[config.mk]
export PLATFORM = sky130hd
export DESIGN_NAME = irq_accept_unit
export DESIGN_NICKNAME = d
export VERILOG_FILES = /design/src/rtl/irq_accept_pkg.sv /design/src/rtl/irq_line_bank.sv /design/src/rtl/irq_bundle_judge.sv /design/src/rtl/irq_take_pulse.sv /design/src/rtl/irq_accept_unit.sv
export SDC_FILE = /design/constraint.sdc
export NUM_CORES = 1
export LEC_CHECK = 0
export ABC_CLOCK_PERIOD_IN_PS = 1350
export CAP_MARGIN = 40
export CORE_ASPECT_RATIO = 0.6
export CORE_MARGIN = 5
export CORE_UTILIZATION = 34
export CTS_CLUSTER_DIAMETER = 60
export DETAILED_ROUTE_END_ITERATION = 12
export HOLD_SLACK_MARGIN = 0.15
export PLACE_DENSITY = 0.88
export SLEW_MARGIN = 10
export SYNTH_ARGS = -nofsm -noshare
export SYNTH_HDL_FRONTEND = slang
export SYNTH_SLANG_ARGS = --single-unit
[constraint.sdc]
create_clock -name clk -period 1.35 [get_ports clk]
set_input_delay 0.27 -clock clk [delete_from_list [all_inputs] [get_ports clk]]
set_output_delay 0.27 -clock clk [all_outputs]
set_load 0.02 [all_outputs]
[src/rtl/irq_accept_pkg.sv]
package irq_accept_pkg;

    typedef enum logic {
        MODE_LINES  = 1'b0,
        MODE_BUNDLE = 1'b1
    } accept_mode_e;

    typedef struct packed {
        logic seen;
        logic take;
    } pulse_state_t;

endpackage

[src/rtl/irq_line_bank.sv]
module irq_line_bank #(
    parameter int NUM_LINES = 32
) (
    input  logic                 clk,
    input  logic                 rst,
    input  logic [NUM_LINES-1:0] lines_i,
    input  logic                 wr_i,
    input  logic [NUM_LINES-1:0] wdata_i,
    output logic [NUM_LINES-1:0] pend_o,
    output logic [NUM_LINES-1:0] en_o,
    output logic                 hit_o
);

    typedef struct packed {
        logic [NUM_LINES-1:0] pend;
        logic [NUM_LINES-1:0] en;
    } bank_state_t;

    bank_state_t bank_d, bank_q;

    always_comb begin
        bank_d      = bank_q;
        bank_d.pend = lines_i;
        if (wr_i) begin
            bank_d.en = wdata_i;
        end
    end

    always_ff @(posedge clk) begin
        if (rst) begin
            bank_q <= '0;
        end else begin
            bank_q <= bank_d;
        end
    end

    assign pend_o = bank_q.pend;
    assign en_o   = bank_q.en;
    assign hit_o  = |(bank_q.pend & bank_q.en);

    // pending tracks the line level of the previous cycle
    assert_pend_follow_R1: assert property (@(posedge clk) disable iff (rst)
        !$past(rst) |-> pend_o == $past(lines_i));

    // a write lands in the enable register
    assert_en_write_R2: assert property (@(posedge clk) disable iff (rst)
        wr_i |=> en_o == $past(wdata_i));

    // without a write the enable register holds
    assert_en_hold_R2: assert property (@(posedge clk) disable iff (rst)
        !wr_i && !$past(rst) |=> $stable(en_o));

endmodule

[src/rtl/irq_bundle_judge.sv]
module irq_bundle_judge #(
    parameter int LEVEL_W = 6,
    parameter int RSET_W  = 6
) (
    input  logic               valid_i,
    input  logic               nmi_i,
    input  logic [LEVEL_W-1:0] level_i,
    input  logic [RSET_W-1:0]  rset_i,
    input  logic               gie_i,
    input  logic               nmi_busy_i,
    input  logic               rsie_i,
    input  logic [LEVEL_W-1:0] cur_level_i,
    input  logic [RSET_W-1:0]  cur_rset_i,
    output logic               accept_o
);

    logic level_above;
    logic rset_switch;
    logic maskable_ok;

    always_comb begin
        level_above = level_i > cur_level_i;
        rset_switch = rset_i != cur_rset_i;
        maskable_ok = gie_i && level_above && (rset_switch || rsie_i);
        if (!valid_i) begin
            accept_o = 1'b0;
        end else if (nmi_i) begin
            accept_o = !nmi_busy_i;
        end else begin
            accept_o = maskable_ok;
        end
    end

endmodule

[src/rtl/irq_take_pulse.sv]
module irq_take_pulse
    import irq_accept_pkg::*;
(
    input  logic clk,
    input  logic rst,
    input  logic accept_i,
    output logic take_o
);

    pulse_state_t pulse_d, pulse_q;

    always_comb begin
        pulse_d.seen = accept_i;
        pulse_d.take = accept_i && !pulse_q.seen;
    end

    always_ff @(posedge clk) begin
        if (rst) begin
            pulse_q <= '0;
        end else begin
            pulse_q <= pulse_d;
        end
    end

    assign take_o = pulse_q.take;

    // a pulse follows an acceptance that was absent one cycle earlier
    assert_pulse_edge_R4: assert property (@(posedge clk) disable iff (rst)
        take_o |-> $past(accept_i));

endmodule

[src/rtl/irq_accept_unit.sv]
module irq_accept_unit
    import irq_accept_pkg::*;
#(
    parameter accept_mode_e MODE      = MODE_LINES,
    parameter int           NUM_LINES = 32,
    parameter int           LEVEL_W   = 6,
    parameter int           RSET_W    = 6
) (
    input  logic                 clk,
    input  logic                 rst,
    input  logic [NUM_LINES-1:0] irq_lines,
    input  logic                 en_wr,
    input  logic [NUM_LINES-1:0] en_wdata,
    output logic [NUM_LINES-1:0] en_rdata,
    output logic [NUM_LINES-1:0] pend_rdata,
    input  logic                 req_valid,
    input  logic                 req_nmi,
    input  logic [LEVEL_W-1:0]   req_level,
    input  logic [RSET_W-1:0]    req_rset,
    input  logic                 st_gie,
    input  logic                 st_nmi_busy,
    input  logic                 st_rsie,
    input  logic [LEVEL_W-1:0]   st_level,
    input  logic [RSET_W-1:0]    st_crs,
    output logic                 take_irq,
    output logic                 work_pending
);

    logic accept;

    generate
        if (MODE == MODE_LINES) begin : g_lines
            logic bank_hit;
            logic unused_bundle;

            irq_line_bank #(
                .NUM_LINES(NUM_LINES)
            ) i_bank (
                .clk    (clk),
                .rst    (rst),
                .lines_i(irq_lines),
                .wr_i   (en_wr),
                .wdata_i(en_wdata),
                .pend_o (pend_rdata),
                .en_o   (en_rdata),
                .hit_o  (bank_hit)
            );

            assign accept        = st_gie && bank_hit;
            assign work_pending  = |pend_rdata;
            assign unused_bundle = ^{req_valid, req_nmi, req_level, req_rset,
                                     st_nmi_busy, st_rsie, st_level, st_crs};

            // a pulse needs the global enable and an enabled pending line
            assert_line_gate_R3: assert property (@(posedge clk) disable iff (rst)
                take_irq |-> $past(st_gie) && ($past(pend_rdata & en_rdata) != '0));
        end else begin : g_bundle
            logic unused_lines;

            irq_bundle_judge #(
                .LEVEL_W(LEVEL_W),
                .RSET_W (RSET_W)
            ) i_judge (
                .valid_i    (req_valid),
                .nmi_i      (req_nmi),
                .level_i    (req_level),
                .rset_i     (req_rset),
                .gie_i      (st_gie),
                .nmi_busy_i (st_nmi_busy),
                .rsie_i     (st_rsie),
                .cur_level_i(st_level),
                .cur_rset_i (st_crs),
                .accept_o   (accept)
            );

            assign pend_rdata   = '0;
            assign en_rdata     = '0;
            assign work_pending = req_valid;
            assign unused_lines = ^{irq_lines, en_wr, en_wdata};

            // a non-maskable take never happens while its handler runs
            assert_nmi_busy_R5: assert property (@(posedge clk) disable iff (rst)
                take_irq && $past(req_nmi) |-> !$past(st_nmi_busy));

            // a maskable take needs the global enable
            assert_mask_gie_R6: assert property (@(posedge clk) disable iff (rst)
                take_irq && !$past(req_nmi) |-> $past(st_gie));

            // a maskable take needs a strictly higher level
            assert_mask_level_R7: assert property (@(posedge clk) disable iff (rst)
                take_irq && !$past(req_nmi) |-> $past(req_level) > $past(st_level));

            // re-entering the same register set needs the re-entry enable
            assert_same_rset_R8: assert property (@(posedge clk) disable iff (rst)
                take_irq && !$past(req_nmi) && ($past(req_rset) == $past(st_crs))
                |-> $past(st_rsie));
        end
    endgenerate

    irq_take_pulse i_pulse (
        .clk     (clk),
        .rst     (rst),
        .accept_i(accept),
        .take_o  (take_irq)
    );

    // the take output never stays high two cycles in a row
    assert_take_single_R4: assert property (@(posedge clk) disable iff (rst)
        take_irq |=> !take_irq);

    // a take is always preceded by an active request
    assert_work_before_take_R9: assert property (@(posedge clk) disable iff (rst)
        take_irq |-> $past(work_pending));

    // the cycle after a reset the take output is low
    assert_reset_clear_R10: assert property (@(posedge clk)
        $past(rst) |-> !take_irq);

endmodule

==> summary.txt, run 1 <==
Floorplanning
  – Die Y: ~73 um
  – I/O pin total: 162
  – Core Box Area: 0.00659 mm2
  – Die area: 0.00851 mm2
  – Starting density of the core: 0.347
  – FP Rows: 23
  – Chip width: 116 um

Final layout
  – Diode count: 0
  – Final nets: 478
  – Fillers: 576
  – Layout cells sized above 1: 0.359
  – Synthesis-to-layout area growth: 80.5%
  – Final std cells w/o fill: 474

Synthesis
  – Syn Inst Count: 207
  – Most used DFF post-synth: dfxtp_1
  – Number of synthesized flops with an enable pin: 0
  – Post-synth top area share: 0.578
  – Syn. warnings: 0
  – Most frequent cells after synthesis: dfxtp_1 (66), nor2_1 (33), mux2i_1 (32), nor2b_1 (32)
  – Top cells by area, synth: dfxtp_1 (58%), mux2i_1 (14%), nor2b_1 (8.8%), nor2_1 (5.4%), a221oi_2 (2.6%)
  – Post-synthesis cell type count: 17
  – Synth Register Bits: 66
  – Synth Area in Compound Gates: 0.0734
  – Syn Std Cell Area: 0.00228 mm2
  – Register area share after synthesis: 0.578
  – Adder-cell share of the synthesized area: 0
  – Biggest area consumer among synthesized cells: dfxtp_1
  – Most frequent cell after synthesis: dfxtp_1
  – Simple-gate share of the synthesized area: 0.184
  – Synth Area in XOR/XNOR: 0
  – Largest family of logic cells by synthesized area: simple AND/OR/NAND/NOR gates
  – Multiplexer share of the synthesized area: 0.140
  – FFs w/ async S/R, synth: 0
  – Syn Nets: about 300
  – Mean Syn Cell Area: around 11 um2

Route
  – DR pass1 iterations: 5
  – Vias: 2183
  – Drt wl/cell: approximately 18 um
  – DRT Wirelength: 8340 um
  – Via density: 4.61
  – Routed Antenna Nets: 0
  – Initial drt markers: 93
  – DRC errors left: 0

Status
  – Failing checks: setup timing
  – Run status: finished, violations left

Timing
  – Slew headroom: 0.806
  – Endpoints failing hold: 0
  – Setup WS post-layout: -0.498 ns
  – Hold slack: 0.239 ns
  – Setup Skew: 0.00616 ns
  – Slew Limit Fails: 0
  – Final Critical Period: 1.85 ns
  – RSZ-0062 raised after global routing: true
  – Final setup vio count: 2
  – Final TNS setup: -0.501 ns
  – Final period util: 1.37
  – Max frequency: between 500 and 600 MHz
  – Worst-margin pin slew: 0.288 ns

CTS
  – Hold bufs inserted after CTS: 0
  – Skew-Pair Late Insertion Delay: roughly 0.34 ns
  – CTS tree: yes
  – Post-CTS Setup Bufs: 0
  – Htree depth: 3
  – Max Buffers Root-to-Sink: 2
  – Sink Count: 66
  – TritonCTS Buffers: 9
  – Clock Pin Slew Worst Setup and Hold Paths: around 0.07 ns
  – Root buffer cell: clkbuf_8

Worst setup path
  – CP peak stage delay: around 0.34 ns
  – Crit path arrival time: 1.58 ns
  – CP max stage cell: dfxtp_2
  – CP Class: register to output port
  – Crit end category: output port
  – R2r setup slk: 0 ns
  – Largest fanout on the critical path: 2
  – Crit path launch type: register
  – Crit path cell chain: nor4_4 > buf_4 > nand4_1 > or2_4 > buf_6
  – R2R Path End: i_pulse.take_o$_SDFF_PP0_
  – CP required: 1.08 ns
  – Worst R2R Path Depth: 5
  – Reg2reg start: g_lines.i_bank.pend_o[3]$_SDFF_PP0_

Power and ir drop
  – PnR Total Power: slightly above 5000 uW
  – Leakage: ~0.0019 uW
  – Cell Pwr Density: 1220 mW/mm2
  – Peak VDD IR: around 530 uV
  – Sequential Power Share: 0.429
  – Internal power: 3760 uW
  – Logic pwr share: 0.174
  – Sw Ratio: 0.252
  – Switch Pwr: 1270 uW
  – Part of the power in the clock network: 0.398

Placed design
  – Port Buffers: 133
  – RD Place Congestion: 0.794
  – Dpl hpwl: 6700 um
  – Cells after DPL: 459

GRT
  – First-pass GRT wire length: approximately 13000 um
  – GRT overflow: 0
  – GRT Util Overall: 0.204
  – Antenna violations before repair: 0
  – Vias in the first global route: 2356
  – Largest net degree at the start of global routing: 28

Worst hold path
  – Hold Crit Start: rst
  – WHS Endpoint: g_lines.i_bank.en_o[24]$_SDFFE_PP0P_
  – Hold path depth: 2
  – Worst Hold Class: primary input to register

Flow run
  – Max cap viols: 0
-- power groups by stage --
stage	registers [uW]	clock network [uW]	logic (uW)
4_1_cts	2150	2040	890
3_3_place_gp	2180	0	929
5_1_grt	2170	2140	935
6_report	2160	2000	874
3_5_place_dp	2180	0	939
2_1_floorplan	2320	0	211
-- routing by layer --
layer,vias up,GRT usage,wire length [um]
li1,1072,-,-
met1,1002,0.263,3810
met2,101,0.314,3510
met3,8,0.0889,942
met4,0,0.0566,77
met5,-,0,0
-- flip-flops by register name, summed over array words and instances, names as in the netlist --
signal                 cells
i_pulse.pulse_q            1
g_lines.i_bank.pend_o     32
g_lines.i_bank.en_o       32
i_pulse.take_o             1
-- logic make-up after synthesis --
logic type,after synthesis
flops,66
simple gates,80
buf+inv,11
compound gates,18
mux,32
-- final cells by class --
type / instances / area, um2 / area share
Clock inverter: 7 / 118 / 0.0285
Timing Repair Buffer: 175 / 1460 / 0.354
Tap cell: 87 / 109 / 0.0264
Clock buffer: 9 / 124 / 0.0300
Sequential cell: 66 / 1340 / 0.325
Multi-Input combinational cell: 130 / 972 / 0.236
-- critical path: cells and delay by family (launching register included) --
kind	cells	cell delay, ns
and+or+nand+nor	3	0.60
DFF	1	0.34
buffers and inverters	2	0.29
-- layout by cell type (no fill, tap or decap), drive strengths merged, types with 8 or more instances in the layout --
| cell type | synthesis | layout |
|---|---|---|
| a22oi | 8 | 8 |
| buf | 5 | 74 |
| clkbuf | 6 | 23 |
| clkdlybuf4s15 | 0 | 18 |
| clkdlybuf4s50 | 0 | 65 |
| dfxtp | 66 | 66 |
| mux2i | 32 | 32 |
| nor2 | 33 | 33 |
| nor2b | 32 | 32 |
| nor4 | 8 | 8 |
-- timing repair --
action,CTS,global route
gates resized for setup,185,56
pin swaps,8,9
setup endpoints to repair,67,42
-- through the flow --
stage,area (um2),util,setup slack [ns]
floorplan,2290,-,0.0454
global placement,4010,0.609,-0.606
detailed placement,4010,0.609,-0.694
CTS,4230,0.642,-0.518
global route,4120,0.626,-0.579
finish,4120,0.626,-0.498
-- worst max-delay path by stage --
stage	start	to	depth (start not counted)
CTS	g_lines.i_bank.pend_o[5]$_SDFF_PP0_	work_pending	5
finish	g_lines.i_bank.pend_o[2]$_SDFF_PP0_	work_pending	5
global placement	g_lines.i_bank.pend_o[27]$_SDFF_PP0_	work_pending	5
global route	g_lines.i_bank.pend_o[30]$_SDFF_PP0_	work_pending	4
floorplan	g_lines.i_bank.pend_o[27]$_SDFF_PP0_	work_pending	3
detailed placement	g_lines.i_bank.pend_o[27]$_SDFF_PP0_	work_pending	5
Note: power is estimated with default switching activity, not from simulation.
==> run 2: changes to the inputs <==
--- a/config.mk
+++ b/config.mk
@@ -11,7 +11,9 @@
 export CORE_MARGIN = 5
 export CORE_UTILIZATION = 34
 export CTS_CLUSTER_DIAMETER = 60
+export CTS_CLUSTER_SIZE = 40
 export DETAILED_ROUTE_END_ITERATION = 12
+export GPL_TIMING_DRIVEN = 0
 export HOLD_SLACK_MARGIN = 0.15
 export PLACE_DENSITY = 0.88
 export SLEW_MARGIN = 10
==> run 2 against run 1 <==
Net effect: the flow still finishes with violations (setup timing); register-to-register slack improved by 0.04 ns; worst setup slack improved by 0.050 ns; global-route usage fell by 0.30 points; first-iteration DRC count rose by 29%; routed wire length fell by 0.92%; largest cell class is now flip-flops and latches; largest power group unchanged.
==> summary.txt, run 2 (same netlist as run 1, synthesis figures left out) <==
GRT
  – GRT overflow: 0
  – GRT Util Overall: 0.201
  – Largest net degree at the start of global routing: 12
  – Vias in the first global route: ~2.2k
  – Antenna violations before repair: 0
  – First-pass GRT wire length: about 12000 um

Power and ir drop
  – Internal power: 3570 uW
  – Logic pwr share: 0.158
  – Part of the power in the clock network: 0.383
  – Switch Pwr: 1220 uW
  – Leakage: 0.00164 uW
  – PnR Total Power: ~4800 uW
  – Peak VDD IR: approximately 580 uV
  – Sequential Power Share: 0.459
  – Sw Ratio: 0.255
  – Cell Pwr Density: about 1200 mW/mm2

CTS
  – Sink Count: 66
  – Htree depth: 3
  – Max Buffers Root-to-Sink: 2
  – Skew-Pair Late Insertion Delay: 0.34 ns
  – TritonCTS Buffers: 9
  – Root buffer cell: clkbuf_8
  – Clock Pin Slew Worst Setup and Hold Paths: 0.07 ns
  – CTS tree: yes
  – Hold bufs inserted after CTS: 0

Worst setup path
  – Crit path launch type: register
  – CP Buf/Inv Count: 1
  – CP Class: register to output port
  – Crit end category: output port
  – Largest fanout on the critical path: 3
  – Worst R2R Path Depth: 4
  – CP required: 1.08 ns
  – CP max stage cell: dfxtp_2
  – CP peak stage delay: 0.37 ns
  – CP delay by family, top: simple AND/OR/NAND/NOR gates
  – Total number of cells along the worst setup path: 4
  – Crit path arrival time: between 1.5 and 2 ns
  – Crit path cell chain: nor4_4 > nand4_1 > or2_4 > buf_6

Final layout
  – Commonest non-fill, non-tap cell in the layout: clkdlybuf4s50_1
  – Fillers: 593
  – Final std cells w/o fill: 442
  – Layout cells sized above 1: 0.307
  – Final nets: 446
  – Layout Utilization: 0.598
  – Diode count: 0
  – Synthesis-to-layout area growth: 72.4%
  – Post-route cell area: 0.00394 mm2
  – Commonest cells after routing, fill and taps aside: clkdlybuf4s50_1 (65), dfxtp_1 (40), nor2_1 (33)

Floorplanning
  – Die area: roughly 0.0085 mm2
  – Starting density of the core: 0.347
  – Core Box Area: 0.00659 mm2
  – Die Y: between 70 and 80 um
  – I/O pin total: 162
  – FP Rows: 23
  – Chip width: 116 um

Placed design
  – RD Place Congestion: 0.814
  – Placed cell area: between 0.003 and 0.004 mm2
  – Port Buffers: 131
  – Dpl hpwl: 6550 um
  – Cells after DPL: approximately 430

Route
  – Vias: around 2.1k
  – DRT Wirelength: a little over 8000 um
  – DR pass1 iterations: 4
  – Initial drt markers: 120
  – Via density: 4.72
  – Drt wl/cell: 18.7 um
  – Routed Antenna Nets: 0
  – DRC errors left: 0

Timing
  – Setup WS post-layout: -0.448 ns
  – Hold slack: around 0.25 ns
  – Worst-margin pin slew: 0.560 ns
  – Final period util: 1.33
  – Setup Skew: 0.00713 ns
  – RSZ-0062 raised after global routing: true
  – Slew headroom: 0.627
  – Endpoints failing hold: 0
  – Slew Limit Fails: 0
  – Final Critical Period: roughly 1.8 ns
  – Max frequency: 556 MHz
  – Final setup vio count: 1

Flow run
  – Max cap viols: 0

Status
  – Failing checks: setup timing
  – Run status: finished, violations left

Worst hold path
  – Hold path depth: 2
  – Worst Hold Class: primary input to register
-- run 2: cell types whose count changed in the layout (fill, tap and decap cells not counted), sizes merged --
cell / change
dlygate4sd2: -2
clkinv: -4
buf: -65
bufinv: -1
clkinvlp: +2
clkdlybuf4s15: +17
clkbuf: +21
-- run 2: per-layer routing --
layer | GRT usage | vias to the layer above | share of wire
met2 | 0.303 | 101 | 0.42
met3 | 0.0930 | 8 | 0.11
met4 | 0.0425 | 0 | 0.0073
met5 | 0 | - | 0
li1 | - | 1003 | -
met1 | 0.266 | 976 | 0.46
-- run 2: layout make-up --
type                       count  area, um2  share of cell area
tap                           87        109              0.0276
multi-input combinational    130        992               0.252
sequential                    66       1360               0.344
timing repair buffer         132       1210               0.306
clock inverter                 4       75.1              0.0191
buffer                        11       55.1              0.0140
clock buffer                  12        145              0.0368
-- run 2: final timing paths --
| path | slack [ns] | to | start |
|---|---|---|---|
| hold reg to reg | 0.39 | i_pulse.take_o$_SDFF_PP0_ | i_pulse.pulse_q[1]$_SDFF_PP0_ |
| setup / recovery | -0.45 | work_pending | g_lines.i_bank.pend_o[5]$_SDFF_PP0_ |
| hold / removal | 0.25 | g_lines.i_bank.pend_o[27]$_SDFF_PP0_ | rst |
| setup reg to reg | 0.04 | i_pulse.take_o$_SDFF_PP0_ | g_lines.i_bank.pend_o[9]$_SDFF_PP0_ |
-- run 2: power by group through the flow --
| stage | clock network [uW] | registers, uW | logic [uW] |
|---|---|---|---|
| after floorplan | 0 | 2320 | 211 |
| after global placement | 0 | 2210 | 801 |
| after detailed placement | 0 | 2220 | 812 |
| after CTS | 1870 | 2190 | 780 |
| after global routing | 1970 | 2210 | 809 |
| final | 1840 | 2200 | 757 |
-- run 2: repair_timing --
item / CTS / global route
resized for setup: 165 / 61
pin swaps: 7 / 2
setup buffers: 1 / 0
endpoints found under the setup margin: 66 / 52
-- run 2: worst reg2reg max path: cells and delay by family (launching register included) --
kind	cells	cell delay, ns
AO/OA/AOI/OAI	2	0.47
AND/OR/NAND/NOR	2	0.39
flip-flops	1	0.35
-- run 2: through the flow --
step	TNS, ns	setup slack, ns
finish	-0.448	-0.448
global route	-0.559	-0.559
CTS	-0.487	-0.487
detailed placement	-0.700	-0.700
global placement	-0.708	-0.708
floorplan	0	0.0454
==> run 3: changes to the inputs <==
--- a/config.mk
+++ b/config.mk
@@ -15,6 +15,7 @@
 export DETAILED_ROUTE_END_ITERATION = 12
 export GPL_TIMING_DRIVEN = 0
 export HOLD_SLACK_MARGIN = 0.15
+export MAX_ROUTING_LAYER = met4
 export PLACE_DENSITY = 0.88
 export SLEW_MARGIN = 10
 export SYNTH_ARGS = -nofsm -noshare
==> run 3 against run 2 <==
Net effect: the flow still finishes with violations (setup timing); final area is the same; highest routed layer unchanged; die area unchanged; non-clock buffer count did not move.
==> summary.txt, run 3 (same netlist as run 1, synthesis figures left out) <==
Worst setup path
  – Worst R2R Path Depth: 4
  – R2r setup slk: 0.10 ns
  – CP max stage cell: dfxtp_2
  – Total number of cells along the worst setup path: 4
  – Crit path cell chain: nor4_4 > nand4_1 > or2_4 > buf_6
  – CP peak stage delay: around 0.37 ns
  – CP required: 1.08 ns
  – Crit path launch type: register
  – CP Buf/Inv Count: 1
  – CP Class: register to output port
  – Largest fanout on the critical path: 3
  – CP delay by family, top: simple AND/OR/NAND/NOR gates
  – Crit path arrival time: between 1.5 and 2 ns
  – Crit end category: output port
  – R2R Path End: i_pulse.take_o$_SDFF_PP0_
  – Reg2reg start: g_lines.i_bank.pend_o[9]$_SDFF_PP0_

Floorplanning
  – Die area: 0.00851 mm2
  – Starting density of the core: 0.347
  – I/O pin total: 162
  – FP Rows: 23
  – Chip width: 116 um
  – Core Box Area: 0.00659 mm2
  – Die Y: 73.5 um

GRT
  – First-pass GRT wire length: 12400 um
  – Largest net degree at the start of global routing: 12
  – Vias in the first global route: 2226
  – GRT Util Overall: 0.207
  – Antenna violations before repair: 0
  – GRT overflow: 0

Status
  – Run status: finished, violations left
  – Failing checks: setup timing

Timing
  – Slew Limit Fails: 0
  – Final period util: 1.34
  – Final setup vio count: 1
  – Setup WS post-layout: -0.463 ns
  – Final Critical Period: about 1.8 ns
  – Hold slack: 0.251 ns
  – Worst-margin pin slew: between 0.5 and 0.6 ns
  – Max frequency: 552 MHz
  – Endpoints failing hold: 0
  – RSZ-0062 raised after global routing: true
  – Setup Skew: roughly 0.0074 ns
  – Slew headroom: 0.619

CTS
  – Skew-Pair Late Insertion Delay: 0.34 ns
  – Clock Pin Slew Worst Setup and Hold Paths: 0.07 ns
  – Sink Count: 66
  – TritonCTS Buffers: 9
  – Htree depth: 3
  – Root buffer cell: clkbuf_8
  – CTS tree: yes
  – Max Buffers Root-to-Sink: 2
  – Hold bufs inserted after CTS: 0

Power and ir drop
  – Peak VDD IR: between 500 and 600 uV
  – PnR Total Power: 4800 uW
  – Leakage: 0.00164 uW
  – Cell Pwr Density: 1220 mW/mm2

Final layout
  – Final std cells w/o fill: 442
  – Layout cells sized above 1: 0.307
  – Commonest cells after routing, fill and taps aside: clkdlybuf4s50_1 (65), dfxtp_1 (40), nor2_1 (33)
  – Commonest non-fill, non-tap cell in the layout: clkdlybuf4s50_1
  – Post-route cell area: about 0.0039 mm2
  – Final nets: between 400 and 500
  – Synthesis-to-layout area growth: 72.4%
  – Diode count: 0

Placed design
  – Cells after DPL: 425
  – Dpl hpwl: roughly 6500 um
  – Port Buffers: 131
  – Placed cell area: around 0.0037 mm2
  – RD Place Congestion: a little over 0.8

Route
  – DRT Wirelength: 8280 um
  – DR pass1 iterations: 4
  – Vias: around 2.1k
  – Via density: 4.73
  – DRC errors left: 0
  – Initial drt markers: 118
  – Routed Antenna Nets: 0
  – Drt wl/cell: 18.7 um

Worst hold path
  – Hold Crit Start: rst
  – Worst Hold Class: primary input to register
  – WHS Endpoint: g_lines.i_bank.pend_o[27]$_SDFF_PP0_
  – Hold path depth: 2

Flow run
  – Max cap viols: 0
-- run 3: cell counts in the layout (fill, tap and decap cells not counted) --
Identical to the previous run, type by type.
-- run 3: worst max path at each step --
stage | start | to | slack, ns
after floorplan | g_lines.i_bank.pend_o[27]$_SDFF_PP0_ | work_pending | 0.05
after global placement | g_lines.i_bank.pend_o[27]$_SDFF_PP0_ | work_pending | -0.71
after detailed placement | g_lines.i_bank.pend_o[2]$_SDFF_PP0_ | work_pending | -0.70
after CTS | g_lines.i_bank.pend_o[30]$_SDFF_PP0_ | work_pending | -0.49
after global routing | g_lines.i_bank.pend_o[27]$_SDFF_PP0_ | work_pending | -0.56
final | g_lines.i_bank.pend_o[5]$_SDFF_PP0_ | work_pending | -0.46
-- run 3: what timing repair did --
| action | in CTS | in global routing |
|---|---|---|
| gates resized for setup | 165 | 61 |
| gates cloned | 0 | 0 |
| endpoints found under the setup margin | 66 | 52 |
| pin swaps | 7 | 2 |
| hold endpoints to repair | 0 | 0 |
| buffers inserted | 1 | 0 |
-- run 3: per-stage QoR --
step / setup TNS (ns) / util / worst slack (ns)
finish: -0.463 / 0.598 / -0.463
global route: -0.559 / 0.598 / -0.559
CTS: -0.487 / 0.612 / -0.487
detailed placement: -0.700 / 0.563 / -0.700
global placement: -0.708 / 0.563 / -0.708
floorplan: 0 / - / 0.0454
-- run 3: report_power, final --
part | internal [uW] | total [uW] | leakage, uW | switching [uW]
combinational | 409 | 756 | 0.000983 | 347
sequential | 2070 | 2200 | 0.000555 | 131
clock | 1090 | 1840 | 0.000103 | 750
total | 3570 | 4800 | 0.00164 | 1230
-- run 3: metal layers --
metal | GRT usage | part of all wire | vias to the layer above
met2 | 0.303 | 0.42 | 97
met4 | 0.0425 | 0.0076 | 0
met3 | 0.0815 | 0.090 | 7
li1 | - | - | 1003
met5 | - | 0 | -
met1 | 0.273 | 0.48 | 984
-- run 3: final cells by class --
cell class | instances | area, um2
buffer | 11 | 55.1
tap | 87 | 109
multi-input combinational | 130 | 992
clock inverter | 4 | 75.1
fill | 593 | 2650
clock buffer | 12 | 145
timing repair buffer | 132 | 1210
sequential | 66 | 1360
-- run 3: worst reg2reg max path: stages (launching register included) --
cell	delay, ns
dfxtp_2	0.35
a22oi_1	0.33
nand4_1	0.20
nor2_1	0.17
a211oi_1	0.09
